$ cat src/rtl/rx_fe_pkg.sv
package rx_fe_pkg;

    localparam logic [1:0] SYNC_DATA = 2'b01;
    localparam logic [1:0] SYNC_OSET = 2'b10;

    localparam logic [7:0] TOK_DLLP = 8'hF0;
    localparam logic [7:0] TOK_IDLE = 8'h00;
    localparam logic [7:0] TOK_MARK = 8'hE0;
    localparam logic [7:0] TOK_NULL = 8'hC0;
    localparam logic [3:0] TLP_NIB  = 4'hF;

    localparam int LEN_W      = 11;
    localparam int CHK_W      = 4;
    localparam int DLLP_BYTES = 8;

    typedef enum logic [2:0] {
        CAUSE_NONE      = 3'd0,
        CAUSE_SYNC_VAL  = 3'd1,
        CAUSE_SYNC_LANE = 3'd2,
        CAUSE_START     = 3'd3,
        CAUSE_LEN       = 3'd4,
        CAUSE_NO_MARK   = 3'd5,
        CAUSE_MARK_SEQ  = 3'd6
    } cause_e;

    typedef enum logic [2:0] {
        TRK_BOUND,
        TRK_HDR1,
        TRK_HDR2,
        TRK_BODY,
        TRK_HALT
    } trk_e;

    typedef struct packed {
        logic   hit;
        cause_e cause;
    } fault_t;

    // remainder of len(x)*x^4 modulo x^4 + x + 1, shifted in MSB first
    function automatic logic [CHK_W-1:0] len_chk(input logic [LEN_W-1:0] len);
        logic [CHK_W-1:0] r;
        logic             fb;
        r = '0;
        for (int i = LEN_W - 1; i >= 0; i--) begin
            fb = r[CHK_W-1] ^ len[i];
            r  = {r[CHK_W-2:0], 1'b0} ^ (fb ? 4'b0011 : 4'b0000);
        end
        return r;
    endfunction

endpackage

$ cat src/rtl/rx_fe_sync_check.sv
module rx_fe_sync_check
    import rx_fe_pkg::*;
#(
    parameter int LANES = 4
) (
    input  logic [2*LANES-1:0] sync_hdr,
    output logic               any_bad,
    output logic               disagree,
    output logic [1:0]         kind
);
    logic [LANES-1:0] lane_bad;
    logic [LANES-1:0] lane_diff;

    for (genvar i = 0; i < LANES; i++) begin : g_lane
        assign lane_bad[i]  = !((sync_hdr[2*i +: 2] == SYNC_DATA) ||
                                (sync_hdr[2*i +: 2] == SYNC_OSET));
        assign lane_diff[i] = sync_hdr[2*i +: 2] != sync_hdr[1:0];
    end

    assign any_bad  = |lane_bad;
    assign disagree = |lane_diff;
    assign kind     = sync_hdr[1:0];
endmodule

$ cat src/rtl/rx_fe_len_check.sv
module rx_fe_len_check
    import rx_fe_pkg::*;
#(
    parameter int MIN_LEN_DW = 5,
    parameter int MAX_LEN_DW = 1031
) (
    input  logic [7:0]       b0,
    input  logic [7:0]       b1,
    input  logic [7:0]       b2,
    output logic             ok,
    output logic [LEN_W-1:0] len_dw
);
    logic [CHK_W-1:0] chk_rx;
    logic             par_rx;
    logic             chk_good;
    logic             par_good;
    logic             range_good;

    assign len_dw     = {b1[6:0], b0[7:4]};
    assign chk_rx     = b2[7:4];
    assign par_rx     = b1[7];
    assign chk_good   = chk_rx == len_chk(len_dw);
    assign par_good   = par_rx == ^{len_dw, chk_rx};
    assign range_good = (len_dw >= LEN_W'(MIN_LEN_DW)) && (len_dw <= LEN_W'(MAX_LEN_DW));
    assign ok         = chk_good && par_good && range_good;
endmodule

$ cat src/rtl/rx_fe_tracker.sv
module rx_fe_tracker
    import rx_fe_pkg::*;
#(
    parameter int MIN_LEN_DW = 5,
    parameter int MAX_LEN_DW = 1031
) (
    input  logic       clk,
    input  logic       rst,
    input  logic       restart,
    input  logic       en,
    input  logic       byte_vld,
    input  logic [7:0] byte_in,
    output fault_t     fault,
    output logic       mark_hit,
    output logic       out_vld,
    output logic       out_sop,
    output logic [7:0] out_byte,
    output logic       out_nullify
);
    localparam int CNT_W = $clog2(MAX_LEN_DW * 4 + 1);

    trk_e             st_q, st_d;
    logic [CNT_W-1:0] cnt_q, cnt_d;
    logic [7:0]       b0_q, b1_q;
    logic             tlp_q, tlp_d;
    logic             after_tlp_q, after_tlp_d;
    logic             deliver, sop, nullify;
    logic             hdr_ok;
    logic [LEN_W-1:0] len_dw;
    logic             take;

    rx_fe_len_check #(
        .MIN_LEN_DW(MIN_LEN_DW),
        .MAX_LEN_DW(MAX_LEN_DW)
    ) u_len (
        .b0    (b0_q),
        .b1    (b1_q),
        .b2    (byte_in),
        .ok    (hdr_ok),
        .len_dw(len_dw)
    );

    assign take = en && byte_vld;

    always_comb begin
        st_d        = st_q;
        cnt_d       = cnt_q;
        tlp_d       = tlp_q;
        after_tlp_d = after_tlp_q;
        fault       = '{hit: 1'b0, cause: CAUSE_NONE};
        mark_hit    = 1'b0;
        deliver     = 1'b0;
        sop         = 1'b0;
        nullify     = 1'b0;
        if (take) begin
            unique case (st_q)
                TRK_BOUND: begin
                    after_tlp_d = 1'b0;
                    if (byte_in[3:0] == TLP_NIB) begin
                        deliver = 1'b1;
                        sop     = 1'b1;
                        tlp_d   = 1'b1;
                        st_d    = TRK_HDR1;
                    end else if (byte_in == TOK_DLLP) begin
                        deliver = 1'b1;
                        sop     = 1'b1;
                        tlp_d   = 1'b0;
                        cnt_d   = CNT_W'(DLLP_BYTES - 1);
                        st_d    = TRK_BODY;
                    end else if (byte_in == TOK_IDLE) begin
                        st_d = TRK_BOUND;
                    end else if (byte_in == TOK_MARK) begin
                        mark_hit = 1'b1;
                        st_d     = TRK_HALT;
                    end else if (byte_in == TOK_NULL && after_tlp_q) begin
                        nullify = 1'b1;
                    end else begin
                        fault = '{hit: 1'b1, cause: CAUSE_START};
                    end
                end
                TRK_HDR1: begin
                    deliver = 1'b1;
                    st_d    = TRK_HDR2;
                end
                TRK_HDR2: begin
                    if (!hdr_ok) begin
                        fault = '{hit: 1'b1, cause: CAUSE_LEN};
                    end else begin
                        deliver = 1'b1;
                        cnt_d   = CNT_W'({len_dw, 2'b00}) - CNT_W'(3);
                        st_d    = TRK_BODY;
                    end
                end
                TRK_BODY: begin
                    deliver = 1'b1;
                    cnt_d   = cnt_q - CNT_W'(1);
                    if (cnt_q == CNT_W'(1)) begin
                        st_d        = TRK_BOUND;
                        after_tlp_d = tlp_q;
                    end
                end
                default: st_d = st_q;
            endcase
        end
    end

    always_ff @(posedge clk) begin
        if (rst || restart) begin
            st_q        <= TRK_BOUND;
            cnt_q       <= '0;
            tlp_q       <= 1'b0;
            after_tlp_q <= 1'b0;
            b0_q        <= '0;
            b1_q        <= '0;
            out_vld     <= 1'b0;
            out_sop     <= 1'b0;
            out_byte    <= '0;
            out_nullify <= 1'b0;
        end else begin
            st_q        <= st_d;
            cnt_q       <= cnt_d;
            tlp_q       <= tlp_d;
            after_tlp_q <= after_tlp_d;
            if (take && st_q == TRK_BOUND) b0_q <= byte_in;
            if (take && st_q == TRK_HDR1)  b1_q <= byte_in;
            out_vld     <= deliver;
            out_sop     <= sop;
            out_byte    <= byte_in;
            out_nullify <= nullify;
        end
    end
endmodule

$ cat src/rtl/rx_fe_err_ctrl.sv
module rx_fe_err_ctrl
    import rx_fe_pkg::*;
(
    input  logic   clk,
    input  logic   rst,
    input  fault_t fault_in,
    input  logic   recov_done,
    output logic   err_pulse,
    output cause_e err_cause,
    output logic   recov_req
);
    always_ff @(posedge clk) begin
        if (rst) begin
            err_pulse <= 1'b0;
            err_cause <= CAUSE_NONE;
            recov_req <= 1'b0;
        end else begin
            err_pulse <= 1'b0;
            if (recov_done) begin
                err_cause <= CAUSE_NONE;
                recov_req <= 1'b0;
            end else if (fault_in.hit && !recov_req) begin
                err_pulse <= 1'b1;
                err_cause <= fault_in.cause;
                recov_req <= 1'b1;
            end
        end
    end
endmodule

$ cat src/rtl/rx_frame_err_det.sv
module rx_frame_err_det
    import rx_fe_pkg::*;
#(
    parameter int LANES      = 4,
    parameter int MIN_LEN_DW = 5,
    parameter int MAX_LEN_DW = 1031
) (
    input  logic               clk,
    input  logic               rst,
    input  logic               sync_vld,
    input  logic [2*LANES-1:0] sync_hdr,
    input  logic               byte_vld,
    input  logic [7:0]         byte_in,
    input  logic               eieos_lock,
    input  logic               recov_done,
    output logic               out_vld,
    output logic               out_sop,
    output logic [7:0]         out_byte,
    output logic               out_nullify,
    output logic               err_pulse,
    output logic [2:0]         err_cause,
    output logic               recov_req
);
    logic   armed_q, in_data_q, prev_data_q, mark_q;
    logic   any_bad, disagree;
    logic [1:0] kind;
    fault_t sync_fault, trk_fault, fault_sel, fault_eff;
    logic   live, trk_en, trk_restart, trk_mark, rearm;
    cause_e cause_q;

    rx_fe_sync_check #(.LANES(LANES)) u_sync (
        .sync_hdr(sync_hdr),
        .any_bad (any_bad),
        .disagree(disagree),
        .kind    (kind)
    );

    always_comb begin
        sync_fault = '{hit: 1'b0, cause: CAUSE_NONE};
        if (any_bad)
            sync_fault = '{hit: 1'b1, cause: CAUSE_SYNC_VAL};
        else if (disagree)
            sync_fault = '{hit: 1'b1, cause: CAUSE_SYNC_LANE};
        else if (kind == SYNC_OSET && prev_data_q && !mark_q)
            sync_fault = '{hit: 1'b1, cause: CAUSE_NO_MARK};
        else if (kind == SYNC_DATA && mark_q)
            sync_fault = '{hit: 1'b1, cause: CAUSE_MARK_SEQ};
    end

    assign live        = armed_q && !recov_req;
    assign rearm       = eieos_lock && !recov_req;
    assign trk_en      = live && in_data_q && !sync_vld;
    assign trk_restart = rearm || (live && sync_vld && !sync_fault.hit && kind == SYNC_OSET);
    assign fault_sel   = sync_vld ? sync_fault : trk_fault;
    assign fault_eff   = '{hit: live && fault_sel.hit, cause: fault_sel.cause};

    rx_fe_tracker #(
        .MIN_LEN_DW(MIN_LEN_DW),
        .MAX_LEN_DW(MAX_LEN_DW)
    ) u_trk (
        .clk        (clk),
        .rst        (rst),
        .restart    (trk_restart),
        .en         (trk_en),
        .byte_vld   (byte_vld),
        .byte_in    (byte_in),
        .fault      (trk_fault),
        .mark_hit   (trk_mark),
        .out_vld    (out_vld),
        .out_sop    (out_sop),
        .out_byte   (out_byte),
        .out_nullify(out_nullify)
    );

    always_ff @(posedge clk) begin
        if (rst) begin
            armed_q     <= 1'b0;
            in_data_q   <= 1'b0;
            prev_data_q <= 1'b0;
            mark_q      <= 1'b0;
        end else if (fault_eff.hit) begin
            armed_q <= 1'b0;
        end else if (rearm) begin
            armed_q     <= 1'b1;
            in_data_q   <= 1'b0;
            prev_data_q <= 1'b0;
            mark_q      <= 1'b0;
        end else if (live && sync_vld) begin
            in_data_q   <= kind == SYNC_DATA;
            prev_data_q <= kind == SYNC_DATA;
            mark_q      <= 1'b0;
        end else if (trk_mark) begin
            mark_q <= 1'b1;
        end
    end

    rx_fe_err_ctrl u_err (
        .clk       (clk),
        .rst       (rst),
        .fault_in  (fault_eff),
        .recov_done(recov_done),
        .err_pulse (err_pulse),
        .err_cause (cause_q),
        .recov_req (recov_req)
    );

    assign err_cause = cause_q;
endmodule

$ cat config.mk
export PLATFORM = sky130hd
export DESIGN_NAME = rx_frame_err_det
export DESIGN_NICKNAME = d
export VERILOG_FILES = /design/src/rtl/rx_fe_pkg.sv /design/src/rtl/rx_fe_sync_check.sv /design/src/rtl/rx_fe_len_check.sv /design/src/rtl/rx_fe_tracker.sv /design/src/rtl/rx_fe_err_ctrl.sv /design/src/rtl/rx_frame_err_det.sv
export SDC_FILE = /design/constraint.sdc
export NUM_CORES = 1
export LEC_CHECK = 0
export BUFFER_PORTS_ARGS = -buffer_cell sky130_fd_sc_hd__buf_2
export CAP_MARGIN = 20
export CORE_UTILIZATION = 44
export CTS_BUF_LIST = sky130_fd_sc_hd__clkbuf_4 sky130_fd_sc_hd__clkbuf_8
export CTS_CLUSTER_DIAMETER = 120
export DETAILED_ROUTE_END_ITERATION = 8
export GPL_ROUTABILITY_DRIVEN = 0
export REMOVE_ABC_BUFFERS = 1
export SYNTH_ARGS = -nofsm -noshare
export SYNTH_HDL_FRONTEND = slang
export SYNTH_SLANG_ARGS = --single-unit
$ cat constraint.sdc
create_clock -name clk -period 4.6 [get_ports clk]
set_input_delay 1.38 -clock clk [delete_from_list [all_inputs] [get_ports clk]]
set_output_delay 1.38 -clock clk [all_outputs]
set_load 0.05 [all_outputs]
==> flow_metrics.tcl <==
set metrics [dict create \
    ir_worst_vdd_mv 0.120 \
    initial_core_util_pct 46.0 \
    clk_latency_ps 310 \
    clock_skew_ps 9.85 \
    dp.cells 539 \
    fill_cells 762 \
    clk_pin_slew_ps 90 \
    grt_max_degree 27 \
    clock_path_buffers 2 \
    tightestPinTransition_ps 804 \
    crit_required_ps 4800 \
    core_area_sq_um 7370 \
    power_mw 0.891 \
    antenna_found_initial 0 \
    synth_top_area_cell "dfxtp_1" \
    overflow 0 \
    r2r_start "u_trk.b1_q[4]" \
    crit_arrival_ps 3800 \
    nets 490 \
    die_h_um 89.8 \
    crit_family "compound AO/OA/AOI/OAI gates" \
    cts_resized 0 \
    wl_per_cell_um 16.0 \
    fin_crit_ps 3600 \
    cpMaxStageDelayCell "a2111oi_0" \
    synth-async-reset-ratio_pct 0 \
    rrSetupSlack_ps 1060 \
    synthTopCellsByCount "49 x dfxtp_1, 42 x nand2_1, 41 x nor2_1, 23 x a21oi_1, 22 x inv_1" \
    dpl.hpwl_um 6590 \
    crit_fanout 5 \
    ys_seq_elements 49 \
    final-setup-viol-count 0 \
    max_cap_violations 0 \
    syn_avg_cell_area_sq_um 8.10 \
    finalHoldViolCount 0 \
    fmax_mhz 278 \
    synth_top_cell_area_share_pct 28.9 \
    drt_iter0_drc 175 \
    synth_seq_area_share_pct 28.9 \
    crit_cells 10 \
    postCtsSetupBuffers 0 \
    instances_no_fill 547 \
    globalRouteTotalUtil_pct 22.0 \
    grt_pass1_vias 2897 \
    clkSinkCount 49 \
    max_slew_margin_pct 45.9 \
    ios 38 \
    multi_input_area_sq_um 2240 \
    area_growth_pct 11.4 \
    syn-cell-area_sq_um 3390 \
    final_area_sq_um 3780 \
    routed_wl_um 8730 \
    htreeDepth 2 \
    die_area_sq_um 8060 \
    dr.pass1.iters 4 \
    ys_types 65 \
    seq_area_sq_um 981 \
    hold_buffers 0 \
    cts_tree "yes" \
    rr_worst_depth 9 \
    final.setup.tns_ps 0 \
    viasPerCell 5.63 \
    rsz0062_at_grt "false" \
    powerDensity_nw_per_um2 236 \
    cp-end-kind "flip-flop" \
    ant_nets 0 \
    synth_edf_count 0 \
    endpoint "u_err.err_cause[0]" \
    status "finished clean" \
    cts_buffers 5 \
    worstHoldPathType "flip-flop to flip-flop" \
    yosys_most_used_dff "dfxtp_1" \
    drv_slew 0 \
    placed_cell_area_sq_um 3650 \
    crit_type "input port to flip-flop" \
    max_stage_delay_ps 520 \
    antennaDiodeCount 0 \
    grt_pass1_wl_um 14400 \
    io_buffer_count 37 \
    fin_crit_sh_pct 78.3 \
    drc 0 \
    yosysWarningCount 0 \
    drive_above_1_share_pct 12.7 \
    vias 3078 \
    crit_chain "buf_2 > inv_1 > ha_1 > a22o_1 > a2111oi_0 > a41oi_1 > nor3b_1 > a32o_1 > nor2_1 > o211a_1" \
    startpoint "byte_in[4]" \
    p_leak_nw 1.58 \
    rows 31 \
    root_buffer "clkbuf_8" \
    die_w_um 89.8 \
    yosysMostFrequentCell "dfxtp_1" \
    worstReg2RegEnd "u_trk.cnt_q[3]" \
    crit_buf_inv 2 \
    synthCells 419 \
    final_core_util_pct 51.3 \
    yosys-top-cells-area "dfxtp_1 29%, ha_1 7.7%, xnor2_1 5.4%" \
    critPathLaunchType "input port" \
]
## where the power goes
part | switching (mW) | total [mW] | leakage [nW] | internal [mW]
Clock | 0.155 | 0.371 | 0.0681 | 0.216
Combinational | 0.0582 | 0.0893 | 1.12 | 0.0311
Sequential | 0.00239 | 0.431 | 0.396 | 0.429
## cell families after synthesis
group | after synthesis | synth area share (%)
buf+inv | 43 | 5.05
xor+xnor | 33 | 11.2
simple gates | 171 | 25.2
mux | 7 | 2.21
fa+ha+maj | 21 | 7.75
flops | 49 | 28.9
compound gates | 95 | 19.7
## flip-flops by register name (all words and copies together), names as in the netlist, 3 cells and up
name             cells
u_err.err_cause      3
u_trk.b0_q           4
u_trk.b1_q           8
u_trk.cnt_q         13
u_trk.out_byte       8
u_trk.st_q           3
## worst register-to-register path, stage by stage, from the launching register on
cell	delay (ps)
dfxtp_1	470
inv_1	130
ha_1	370
xor2_2	240
xnor3_1	500
and2_1	190
o211a_1	260
o21ai_2	520
a21o_1	420
mux2_4	330
## placed cells by master (no fill, tap or decap), types with 3 or more instances in the layout
master and n:
a211oi_1 6, a21oi_1 23, a31oi_1 3, a41oi_1 3, and2_1 10, and3_1 4
buf_2 37, buf_4 4, clkbuf_8 5, dfxtp_1 49, ha_1 21, inv_1 22
mux2i_1 6, nand2_1 42, nand2b_1 8, nand3_1 12, nand4_1 9, nor2_1 41
nor2b_1 3, nor3_1 17, nor3b_1 3, nor4_1 7, o211a_1 5, o21a_1 3
o21ai_0 11, o21ai_1 4, o22ai_1 5, o2bb2ai_1 3, o311ai_0 4, o32ai_1 3
or3_1 5, or4_1 3, xnor2_1 21, xnor3_1 5, xor2_1 5
## metrics by stage
step	hold WS, ps	setup slack [ps]
finish	470	1000
global placement	457	803
detailed placement	457	686
floorplan	442	1160
CTS	473	1010
global route	519	852
## worst min-delay path by stage
stage                            start                 end  slack, ps  cells past startpoint
detailed placement     u_trk.cnt_q[12]     u_trk.cnt_q[12]        460                      2
floorplan              u_trk.cnt_q[12]     u_trk.cnt_q[12]        440                      2
global route        u_err.err_cause[0]  u_err.err_cause[0]        520                      1
global placement       u_trk.cnt_q[12]     u_trk.cnt_q[12]        460                      2
finish                 u_trk.cnt_q[12]     u_trk.cnt_q[12]        470                      2
CTS                    u_trk.cnt_q[12]     u_trk.cnt_q[12]        470                      2
## per-layer routing
metal,vias up,routed length (um),GRT usage (%)
met5,-,0,0
met1,1432,4280,30.4
met4,0,104,5.33
li1,1555,-,-
met2,81,3990,35.5
met3,10,359,3.64
## area by class of cell
class	instances	share of cell area (%)
sequential	49	26.0
multi-input combinational	327	59.3
tap	99	3.28
inverter	23	2.28
clock buffer	5	1.82
timing repair buffer	41	5.69
clock inverter	3	1.72
No activity file was read; power rests on OpenSTA's default activity.
